==> src/rtl/spwm_pkg.sv <==
package spwm_pkg;
    parameter int PH_W      = 16;
    parameter int RAT_W     = 6;
    parameter int MI_W      = 10;
    parameter int MI_FRAC   = 8;
    parameter int MAX_RATIO = 45;
    parameter int NLEG      = 3;

    localparam int K       = PH_W - 1;
    localparam int REF_W   = PH_W + 1;
    localparam int FULL_HI = 2 ** K;
    localparam int MID     = 2 ** (K - 1);
    localparam int QMAX    = MAX_RATIO / 3;

    typedef logic [PH_W-1:0]         phase_t;
    typedef logic [K-1:0]            carrier_t;
    typedef logic signed [REF_W-1:0] level_t;

    function automatic phase_t leg_offset(input int idx);
        longint v;
        v = (longint'(idx) * (longint'(1) <<< PH_W) + 1) / 3;
        return phase_t'(v);
    endfunction

    function automatic level_t ref_level(input phase_t ph, input logic [MI_W-1:0] mi);
        int x;
        int mag;
        int s;
        int v;
        x   = int'(ph[K-1:0]);
        mag = (x * (FULL_HI - x)) >>> (K - 1);
        s   = ph[K] ? -mag : mag;
        v   = MID + ((s * int'(mi)) >>> MI_FRAC);
        if (v > FULL_HI) v = FULL_HI;
        if (v < -1) v = -1;
        return level_t'(v);
    endfunction

    function automatic logic [RAT_W-1:0] ratio_fix(input logic [RAT_W-1:0] r);
        int q;
        q = int'(r) / 3;
        if (q > QMAX) q = QMAX;
        if (q < 1) q = 1;
        if ((q % 2) == 0) q = q - 1;
        return RAT_W'(3 * q);
    endfunction
endpackage

==> src/rtl/spwm_phase_acc.sv <==
module spwm_phase_acc
    import spwm_pkg::*;
(
    input  logic   clk,
    input  logic   rst,
    input  logic   en,
    input  phase_t phase_inc,
    output phase_t acc,
    output phase_t leg_phase [NLEG]
);
    always_ff @(posedge clk) begin
        if (rst || !en) acc <= '0;
        else            acc <= acc + phase_inc;
    end

    for (genvar g = 0; g < NLEG; g++) begin : g_off
        assign leg_phase[g] = acc + leg_offset(g);
    end
endmodule

==> src/rtl/spwm_carrier.sv <==
module spwm_carrier
    import spwm_pkg::*;
(
    input  logic             clk,
    input  logic             rst,
    input  logic             en,
    input  phase_t           acc,
    input  logic [RAT_W-1:0] ratio_cfg,
    output carrier_t         tri_val,
    output logic             refresh,
    output logic [RAT_W-1:0] ratio_eff
);
    phase_t cp;
    logic   half_q;

    assign cp      = acc * {{(PH_W-RAT_W){1'b0}}, ratio_eff};
    assign tri_val = cp[K] ? ~cp[K-1:0] : cp[K-1:0];
    assign refresh = !en || (cp[K] != half_q);

    always_ff @(posedge clk) begin
        if (rst) begin
            ratio_eff <= RAT_W'(3);
            half_q    <= 1'b0;
        end else begin
            ratio_eff <= ratio_fix(ratio_cfg);
            half_q    <= en ? cp[K] : 1'b0;
        end
    end
endmodule

==> src/rtl/spwm_leg.sv <==
module spwm_leg
    import spwm_pkg::*;
(
    input  logic            clk,
    input  logic            rst,
    input  logic            en,
    input  logic            refresh,
    input  phase_t          phase,
    input  logic [MI_W-1:0] mod_index,
    input  carrier_t        tri_val,
    output level_t          level_q,
    output logic            hi,
    output logic            lo
);
    level_t carrier_s;
    logic   above;

    assign carrier_s = $signed({{(REF_W-K){1'b0}}, tri_val});
    assign above     = (level_q >= carrier_s);

    always_ff @(posedge clk) begin
        if (rst) begin
            level_q <= level_t'(MID);
            hi      <= 1'b0;
            lo      <= 1'b0;
        end else begin
            if (refresh) level_q <= ref_level(phase, mod_index);
            hi <= en && above;
            lo <= en && !above;
        end
    end
endmodule

==> src/rtl/spwm_gen.sv <==
module spwm_gen
    import spwm_pkg::*;
(
    input  logic                   clk,
    input  logic                   rst,
    input  logic                   en,
    input  logic [MI_W-1:0]        mod_index,
    input  logic [PH_W-1:0]        phase_inc,
    input  logic [RAT_W-1:0]       ratio_cfg,
    output logic [NLEG-1:0]        gate_hi,
    output logic [NLEG-1:0]        gate_lo
);
    phase_t           acc_w;
    phase_t           leg_phase [NLEG];
    carrier_t         tri_w;
    logic             refresh_w;
    logic [RAT_W-1:0] ratio_w;
    level_t           level_w [NLEG];

    spwm_phase_acc u_acc (
        .clk       (clk),
        .rst       (rst),
        .en        (en),
        .phase_inc (phase_inc),
        .acc       (acc_w),
        .leg_phase (leg_phase)
    );

    spwm_carrier u_car (
        .clk       (clk),
        .rst       (rst),
        .en        (en),
        .acc       (acc_w),
        .ratio_cfg (ratio_cfg),
        .tri_val   (tri_w),
        .refresh   (refresh_w),
        .ratio_eff (ratio_w)
    );

    for (genvar g = 0; g < NLEG; g++) begin : g_leg
        spwm_leg u_leg (
            .clk       (clk),
            .rst       (rst),
            .en        (en),
            .refresh   (refresh_w),
            .phase     (leg_phase[g]),
            .mod_index (mod_index),
            .tri_val   (tri_w),
            .level_q   (level_w[g]),
            .hi        (gate_hi[g]),
            .lo        (gate_lo[g])
        );
    end
endmodule

==> config.mk <==
export PLATFORM = sky130hd
export DESIGN_NAME = spwm_gen
export DESIGN_NICKNAME = d
export VERILOG_FILES = /design/src/rtl/spwm_pkg.sv /design/src/rtl/spwm_phase_acc.sv /design/src/rtl/spwm_carrier.sv /design/src/rtl/spwm_leg.sv /design/src/rtl/spwm_gen.sv
export SDC_FILE = /design/constraint.sdc
export NUM_CORES = 2
export LEC_CHECK = 0
export ABC_AREA = 1
export BUFFER_PORTS_ARGS = -buffer_cell sky130_fd_sc_hd__buf_2
export CAP_MARGIN = 10
export CORE_ASPECT_RATIO = 1.5
export CORE_MARGIN = 2
export CORE_UTILIZATION = 53
export CTS_CLUSTER_DIAMETER = 150
export DETAILED_ROUTE_END_ITERATION = 8
export PLACE_DENSITY = 0.72
export SLEW_MARGIN = 0
export SYNTH_ARGS = -nofsm -noshare
export SYNTH_HDL_FRONTEND = slang
export SYNTH_SLANG_ARGS = --single-unit
==> constraint.sdc <==
create_clock -name clk -period 16.22 [get_ports clk]
set_input_delay 2.433 -clock clk [delete_from_list [all_inputs] [get_ports clk]]
set_output_delay 2.433 -clock clk [all_outputs]
set_load 0.05 [all_outputs]
After elaboration in Yosys (flattened, before gate mapping):

Index checks and enable logic that the tools add are counted.

* output and inout bits: 6
* logic and storage cells: 85
* register bits after elaboration: 80
* bits of input ports: 35

* mux-type cells: 22
* add/subtract/negate cells: 13
* reductions and logical operators: 14
* eq/ne operators: 1
* order comparisons: 11
* bitwise operators: 3
* divide/modulo/power cells: 1
* multiply operators: 8

Operators with widths (number)
* two-way mux 32 bit: 18
* > comparator 32 x 17 -> 1 bit, second input constant: 3
* less-than comparator 32 x 1 -> 1 bit, second input constant: 3
* multiplier 16 x 17 -> 32 bit: 3
* multiplier 32 x 11 -> 32 bit: 3
* negator 18 -> 32 bit: 3
* adder 16 x 24 -> 25 bit, first input constant: 3
* >= comparator 17 x 16 -> 1 bit: 3
* two-way mux 17 bit: 3
* subtractor 16 x 15 -> 17 bit, first input constant: 3
* divider 7 x 3 -> 32 bit, second input constant: 1
* > comparator 32 x 5 -> 1 bit, second input constant: 1
* zero test 32 bit: 1
* less-than comparator 32 x 2 -> 1 bit, second input constant: 1
* multiplier 3 x 32 -> 6 bit, first input constant: 1
* subtractor 32 x 2 -> 32 bit, second input constant: 1
* adder 16 x 15 -> 16 bit, second input constant: 1
* adder 16 bit: 1
* adder 16 bit, second input constant: 1
* multiplier 16 x 6 -> 16 bit: 1
* two-way mux 15 bit: 1
* NOT 15 bit: 1
* logical AND 1 bit: 6
* zero test 1 bit: 4
* 5 further kinds: 6

Longest topological paths before layout:

* depth after elaboration: 13
* gate-level depth with buffers: 89
* gate-level depth less buffers: 84

Modules after synthesis:

A second synthesis with hierarchy kept.

* cell total of the unflattened synthesis: 9012
* area total of the unflattened synthesis: 64346.7 um2

Modules (own cells, without submodules)
* spwm_leg (g_leg[1].u_leg): instances 1, area each 19716.4 um2, cells an instance 2747, sequential area each 380.4 um2
* spwm_leg (g_leg[0].u_leg): instances 1, area each 19707.7 um2, cells an instance 2775, sequential area each 380.4 um2
* spwm_leg (g_leg[2].u_leg): instances 1, area each 19351.1 um2, cells an instance 2656, sequential area each 380.4 um2
* spwm_carrier: instances 1, area each 3128.0 um2, cells an instance 413, sequential area each 120.1 um2
* spwm_phase_acc: instances 1, area each 2443.6 um2, cells an instance 421, sequential area each 320.3 um2

Worst setup path after synthesis:

Ideal clock, no wire load.

* path type: register to register
* start point: register u_acc.acc[0]
* end point: register g_leg[2].u_leg.level_q[15]
* clock period less this slack: 14.636 ns
* stages on the path, launching flop included: 82
* required time: 16.098 ns
* setup slack: 1.584 ns
* data arrival time: 14.514 ns
* library setup time: 0.122 ns
* buffers on the path: 7
* cell sequence: dfxtp_1 -> buf_4 -> inv_1 -> clkbuf_1 -> buf_1 -> ha_1 -> clkbuf_1 -> inv_1 -> nor3_1 -> nand3_1 -> nor4_1 -> nand2_1 -> nor2_1 -> ha_1 -> buf_1 -> inv_1 -> nand2_1 -> fa_1 -> (+46 left out) -> inv_1 -> nor2_1 -> nand3_1 -> nand2_1 -> nand2_1 -> nor2_1 -> nand3_1 -> nor2_1 -> nand3_1 -> nor2_1 -> nand2_1 -> nand2_2 -> nand2_1 -> nor2_2 -> nand2_2 -> nand2_4 -> buf_8 -> a21oi_2

* word-level cells in the longest chain between the ends: 13
* elaborated cells between the ends (all ways): 16
* classes of those cells: 4 x add/sub; 3 x mul; 2 x order compare; 1 x eq/ne; 5 x mux; 1 x reduce/logical

Ends and longest elaborated chain
* start, declared: RTL line spwm_phase_acc.sv:8 `output phase_t acc,`
* start signal, assigned: RTL line spwm_phase_acc.sv:13 `else acc <= acc + phase_inc;`
* adder 16 bit: RTL line spwm_phase_acc.sv:17 `assign leg_phase[g] = acc + leg_offset(g);`
* subtractor 16 x 15 -> 17 bit: RTL line spwm_pkg.sv:31 `mag = (x * (FULL_HI - x)) >>> (K - 1);`
* multiplier 16 x 17 -> 32 bit: RTL line spwm_pkg.sv:31
* negator 18 -> 32 bit: RTL line spwm_pkg.sv:32 `s = ph[K] ? -mag : mag;`
* two-way mux 32 bit: RTL line spwm_pkg.sv:32
* multiplier 32 x 11 -> 32 bit: RTL line spwm_pkg.sv:33 `v = MID + ((s * int'(mi)) >>> MI_FRAC);`
* adder 16 x 24 -> 25 bit: RTL line spwm_pkg.sv:33
* > comparator 32 x 17 -> 1 bit: RTL line spwm_pkg.sv:34 `if (v > FULL_HI) v = FULL_HI;`
* two-way mux 32 bit: RTL line spwm_pkg.sv:34
* two-way mux 32 bit: RTL line spwm_leg.sv:27 `if (refresh) level_q <= ref_level(phase, mod_index);`
* two-way mux 32 bit: RTL line spwm_leg.sv:22 `if (rst) begin`
* less-than comparator 32 x 1 -> 1 bit: RTL line spwm_pkg.sv:35 `if (v < -1) v = -1;`
* two-way mux 17 bit: RTL line spwm_pkg.sv:35
* end signal, assigned: RTL line spwm_leg.sv:23 `level_q <= level_t'(MID);`
* end signal, assigned: RTL line spwm_leg.sv:27
* end, declared: RTL line spwm_leg.sv:11 `output level_t level_q,`

Several ways; a longest one is shown, not always the timed one. The select of a mux whose other input is x is not followed.
A chain may end at the register's enable or synchronous reset.

Worst setup path in the final report:

* start point: register u_acc.acc[3]
* end point: register g_leg[0].u_leg.level_q[0]

* word-level cells in the longest chain between the ends: 12
* elaborated cells between the ends (all ways): 15
* classes of those cells: 3 x add/sub; 3 x mul; 2 x order compare; 1 x eq/ne; 5 x mux; 1 x reduce/logical

Ends and longest elaborated chain (RTL line)
* subtractor 16 x 15 -> 17 bit: spwm_pkg.sv:31
* multiplier 16 x 17 -> 32 bit: spwm_pkg.sv:31
* negator 18 -> 32 bit: spwm_pkg.sv:32
* two-way mux 32 bit: spwm_pkg.sv:32
* multiplier 32 x 11 -> 32 bit: spwm_pkg.sv:33
* adder 16 x 24 -> 25 bit: spwm_pkg.sv:33
* > comparator 32 x 17 -> 1 bit: spwm_pkg.sv:34
* two-way mux 32 bit: spwm_pkg.sv:34
* two-way mux 32 bit: spwm_leg.sv:27
* two-way mux 32 bit: spwm_leg.sv:22
* less-than comparator 32 x 1 -> 1 bit: spwm_pkg.sv:35
* two-way mux 17 bit: spwm_pkg.sv:35
* end signal, assigned: spwm_leg.sv:23
* end signal, assigned: spwm_leg.sv:27
* end, declared: spwm_leg.sv:11

Several ways; a longest one is shown, not always the timed one. The select of a mux whose other input is x is not followed.

==> impl_metrics.py <==
metrics = {
    "synthesis": {
        "netlist-cell-type-count": 67,
        "number_of_synthesized_flops_with_an_enable_pin": 0,
        "yosys_warnings": 0,
        "dominantRegCellSynth": "dfxtp_1",
        "ys_async_sr_fraction": 0,
        "library_cell_with_the_largest_summed_area_after_synthesis": "fa_1",
        "yosysTopAreaCellShare": 0.382,
        "synth_cells": 8503,
        "syn-mean-instance-area_sq_um": 7.25,
        "synth_sequential_area_ratio": 0.0256,
        "syn-cell-area_sq_um": 61700,
        "synth_seq_cells": 79,
        "yosysMostFrequentCell": "inv_1",
        "synthTopCellsByArea": "fa_1 (38%), ha_1 (14%), inv_1 (12%), nand2_1 (11%), nor2_1 (6.4%)",
        "synth_commonest_cells": "inv_1 (2038), nand2_1 (1863), fa_1 (1178)",
    },
    "timing": {
        "setup_viol_count_final": 0,
        "final.setup_skew_ns": 0.0135,
        "finalCritPeriodShare": 0.954,
        "timing.final.hold_violations": 0,
        "timing.max_slew.rel_slack": 0.289,
        "fmax_mhz": 64.6,
        "final_max_slew_viol_count": 0,
        "timing_worst_slew_pin_value_ns": 1.06,
        "period_needed_ns": 15.48,
        "whs_ns": 0.486,
    },
    "finish": {
        "area_overhead_of_the_layout_relative_to_synthesis_pct": 4.75,
        "num-nets-final": 10400,
        "drive_gt1_frac": 0.0507,
        "fillCellCount": 11400,
        "register_area_sq_um": 1590,
        "multi_input_area_sq_um": 51800,
    },
    "setup_path": {
        "sum_of_buffers_and_inverters_on_the_critical_path": 10,
        "critical_path_required_ns": 16.51,
        "crit_fanout": 20,
        "crit_family": "adder cells",
        "cp_most_frequent_cell": "nand2_1",
        "cp-end-kind": "flip-flop",
        "critPathLaunchType": "flip-flop",
        "critical_path_start_end_classification": "flip-flop to flip-flop",
        "worst_ep_arrival_time_ns": 15.77,
        "slowest_stage_cell_crit_path": "fa_1",
        "worst_path_largest_cell_delay_ns": 0.57,
    },
    "routing": {
        "routed_wire_length_per_instance_um": 18.9,
        "drc": 0,
        "route.antenna.remaining_nets": 0,
        "drt-pass1-iter-count": 6,
        "totalWireLength_um": 190000,
        "drt-initial-drc-count": 3603,
        "vias_per_cell": 5.44,
        "route.vias.total": 54700,
    },
    "clocking": {
        "ctsRootBufferMaster": "clkbuf_16",
        "ctsHoldBuffers": 0,
        "tritoncts_num_sinks": 79,
        "clk_path_buf_depth": 2,
        "worst_setup_hold_path_clk_slew_ns": 0.07,
        "h-tree-depth": 3,
        "clock_latency_ns": 0.37,
        "numCtsBuffers": 9,
        "cts_tree": "built",
    },
    "grt": {
        "grt_pass1_vias": 58400,
        "grt.total_usage": 0.330,
        "grt_pass1_wl_um": 307000,
        "antenna_violations_before_repair": 0,
        "grt-ovfl-total": 0,
        "largest_net_degree_at_the_start_of_global_routing": 52,
    },
    "die": {
        "io-pin-count": 41,
        "initial_core_util": 0.533,
        "core_sq_um": 116000,
        "num_rows": 153,
        "die_h_um": 422,
        "die_w_um": 282,
        "floorplan.die_area_sq_um": 119000,
    },
    "outcome": {
        "run_status": "complete, no violations",
    },
    "place": {
        "gp_routability_congestion": 1.04,
        "dpl.hpwl_um": 161000,
        "buffer_ports.inserted": 40,
    },
    "min_path": {
        "worst_hold_path_type": "flip-flop to flip-flop",
    },
    "run": {
        "timing.max_cap.violations": 0,
    },
}
[final cells by class]
cell class,count,area share
tap,1550,0.0300
inverter,2074,0.121
clock buffer,9,0.00349
sequential,79,0.0245
clock inverter,7,0.00198
timing repair buffer,164,0.0177
antenna,1,0.0000387
multi-input combinational,6166,0.801
[worst paths after layout]
path | to | cells past startpoint | start | slack, ns
setup / recovery | g_leg[0].u_leg.level_q[0] | 65 | u_acc.acc[3] | 0.74
hold / removal | g_leg[2].u_leg.level_q[16] | 2 | g_leg[2].u_leg.level_q[16] | 0.49
setup reg to reg | g_leg[0].u_leg.level_q[0] | 65 | u_acc.acc[3] | 0.74
hold reg to reg | g_leg[2].u_leg.level_q[16] | 2 | g_leg[2].u_leg.level_q[16] | 0.49
[worst reg2reg max path, delay by kind of cell (launching register included)]
| kind | cells | cell delay (ns) |
|---|---|---|
| xor+xnor | 2 | 0.48 |
| compound gates | 7 | 1.64 |
| simple gates | 31 | 4.58 |
| flops | 1 | 0.38 |
| fa+ha+maj | 15 | 6.85 |
| buf+inv | 10 | 1.49 |
[repair_timing]
| action | in CTS | in global routing |
|---|---|---|
| pin swaps | 0 | 6 |
| setup endpoints to repair | 8 | 49 |
| cloned | 0 | 1 |
| resized for setup | 1 | 85 |
| buffers inserted | 0 | 5 |
| hold endpoints to repair | 0 | 0 |
[sequential cells by signal, indices dropped and copies added, names as in the netlist]
register	count
u_car.half_q	1
g_leg.u_leg.level_q	51
u_car.ratio_eff	5
u_acc.acc	16
g_leg.u_leg.lo	3
g_leg.u_leg.hi	3
[cells by family (layout without fill, tap and decap cells)]
logic type / count (synthesis) / after routing / synth area share
adder cells (fa/ha/maj): 1845 / 1845 / 0.518
AND/OR/NAND/NOR: 3559 / 3560 / 0.240
XOR/XNOR: 129 / 129 / 0.0197
AO/OA/AOI/OAI: 582 / 582 / 0.0543
buffers and inverters: 2307 / 2254 / 0.143
flip-flops: 79 / 79 / 0.0256
other: 2 / 51 / 0.000122
[metrics by stage]
step / setup WS (ns) / util / instance area (sq um) / instances / setup TNS (ns)
CTS: 0.0696 / 0.555 / 64200 / 10000 / 0
global placement: 0.142 / 0.552 / 63900 / 10000 / 0
detailed placement: 0.0221 / 0.552 / 63900 / 10000 / 0
floorplan: 1.58 / - / 61800 / 8551 / 0
finish: 0.745 / 0.559 / 64600 / 10100 / 0
global route: -0.0379 / 0.559 / 64600 / 10000 / -0.415
[layer usage]
metal,global-route usage,share of wire
met4,0.207,0.076
met2,0.584,0.51
met1,0.381,0.36
met5,0,0
met3,0.0328,0.055
[cells in the final DEF (no fill, tap or decap), types with 9 or more instances in the layout]
cell type | netlist | layout
or2_2 | 17 | 17
nor2_1 | 1047 | 1039
buf_2 | 20 | 40
o21ai_1 | 5 | 10
fa_1 | 1178 | 1178
nand2_2 | 39 | 46
xnor2_1 | 48 | 46
nand2_4 | 7 | 10
buf_4 | 18 | 123
a21o_1 | 14 | 14
o21bai_1 | 17 | 17
nor4_1 | 22 | 18
dfxtp_1 | 79 | 76
o211ai_1 | 11 | 11
nand3b_1 | 28 | 28
inv_1 | 2038 | 2026
ha_1 | 667 | 663
a21oi_2 | 32 | 39
xor2_2 | 8 | 10
a31oi_1 | 23 | 23
clkinv_1 | 14 | 11
inv_2 | 22 | 31
nand3_1 | 297 | 294
a21oi_1 | 267 | 260
xor2_1 | 71 | 67
nand4_1 | 103 | 103
nand3_2 | 19 | 22
nor3_1 | 65 | 59
o21a_1 | 14 | 14
nor3_2 | 5 | 10
nor2_2 | 14 | 22
nand2_1 | 1863 | 1853
o21ai_0 | 162 | 156
clkbuf_16 | 0 | 9
conb_1 | 2 | 50
Power is left out: the tool's default activity adds up to more than one toggle a clock period on the data nets, which glitch-free logic cannot reach.
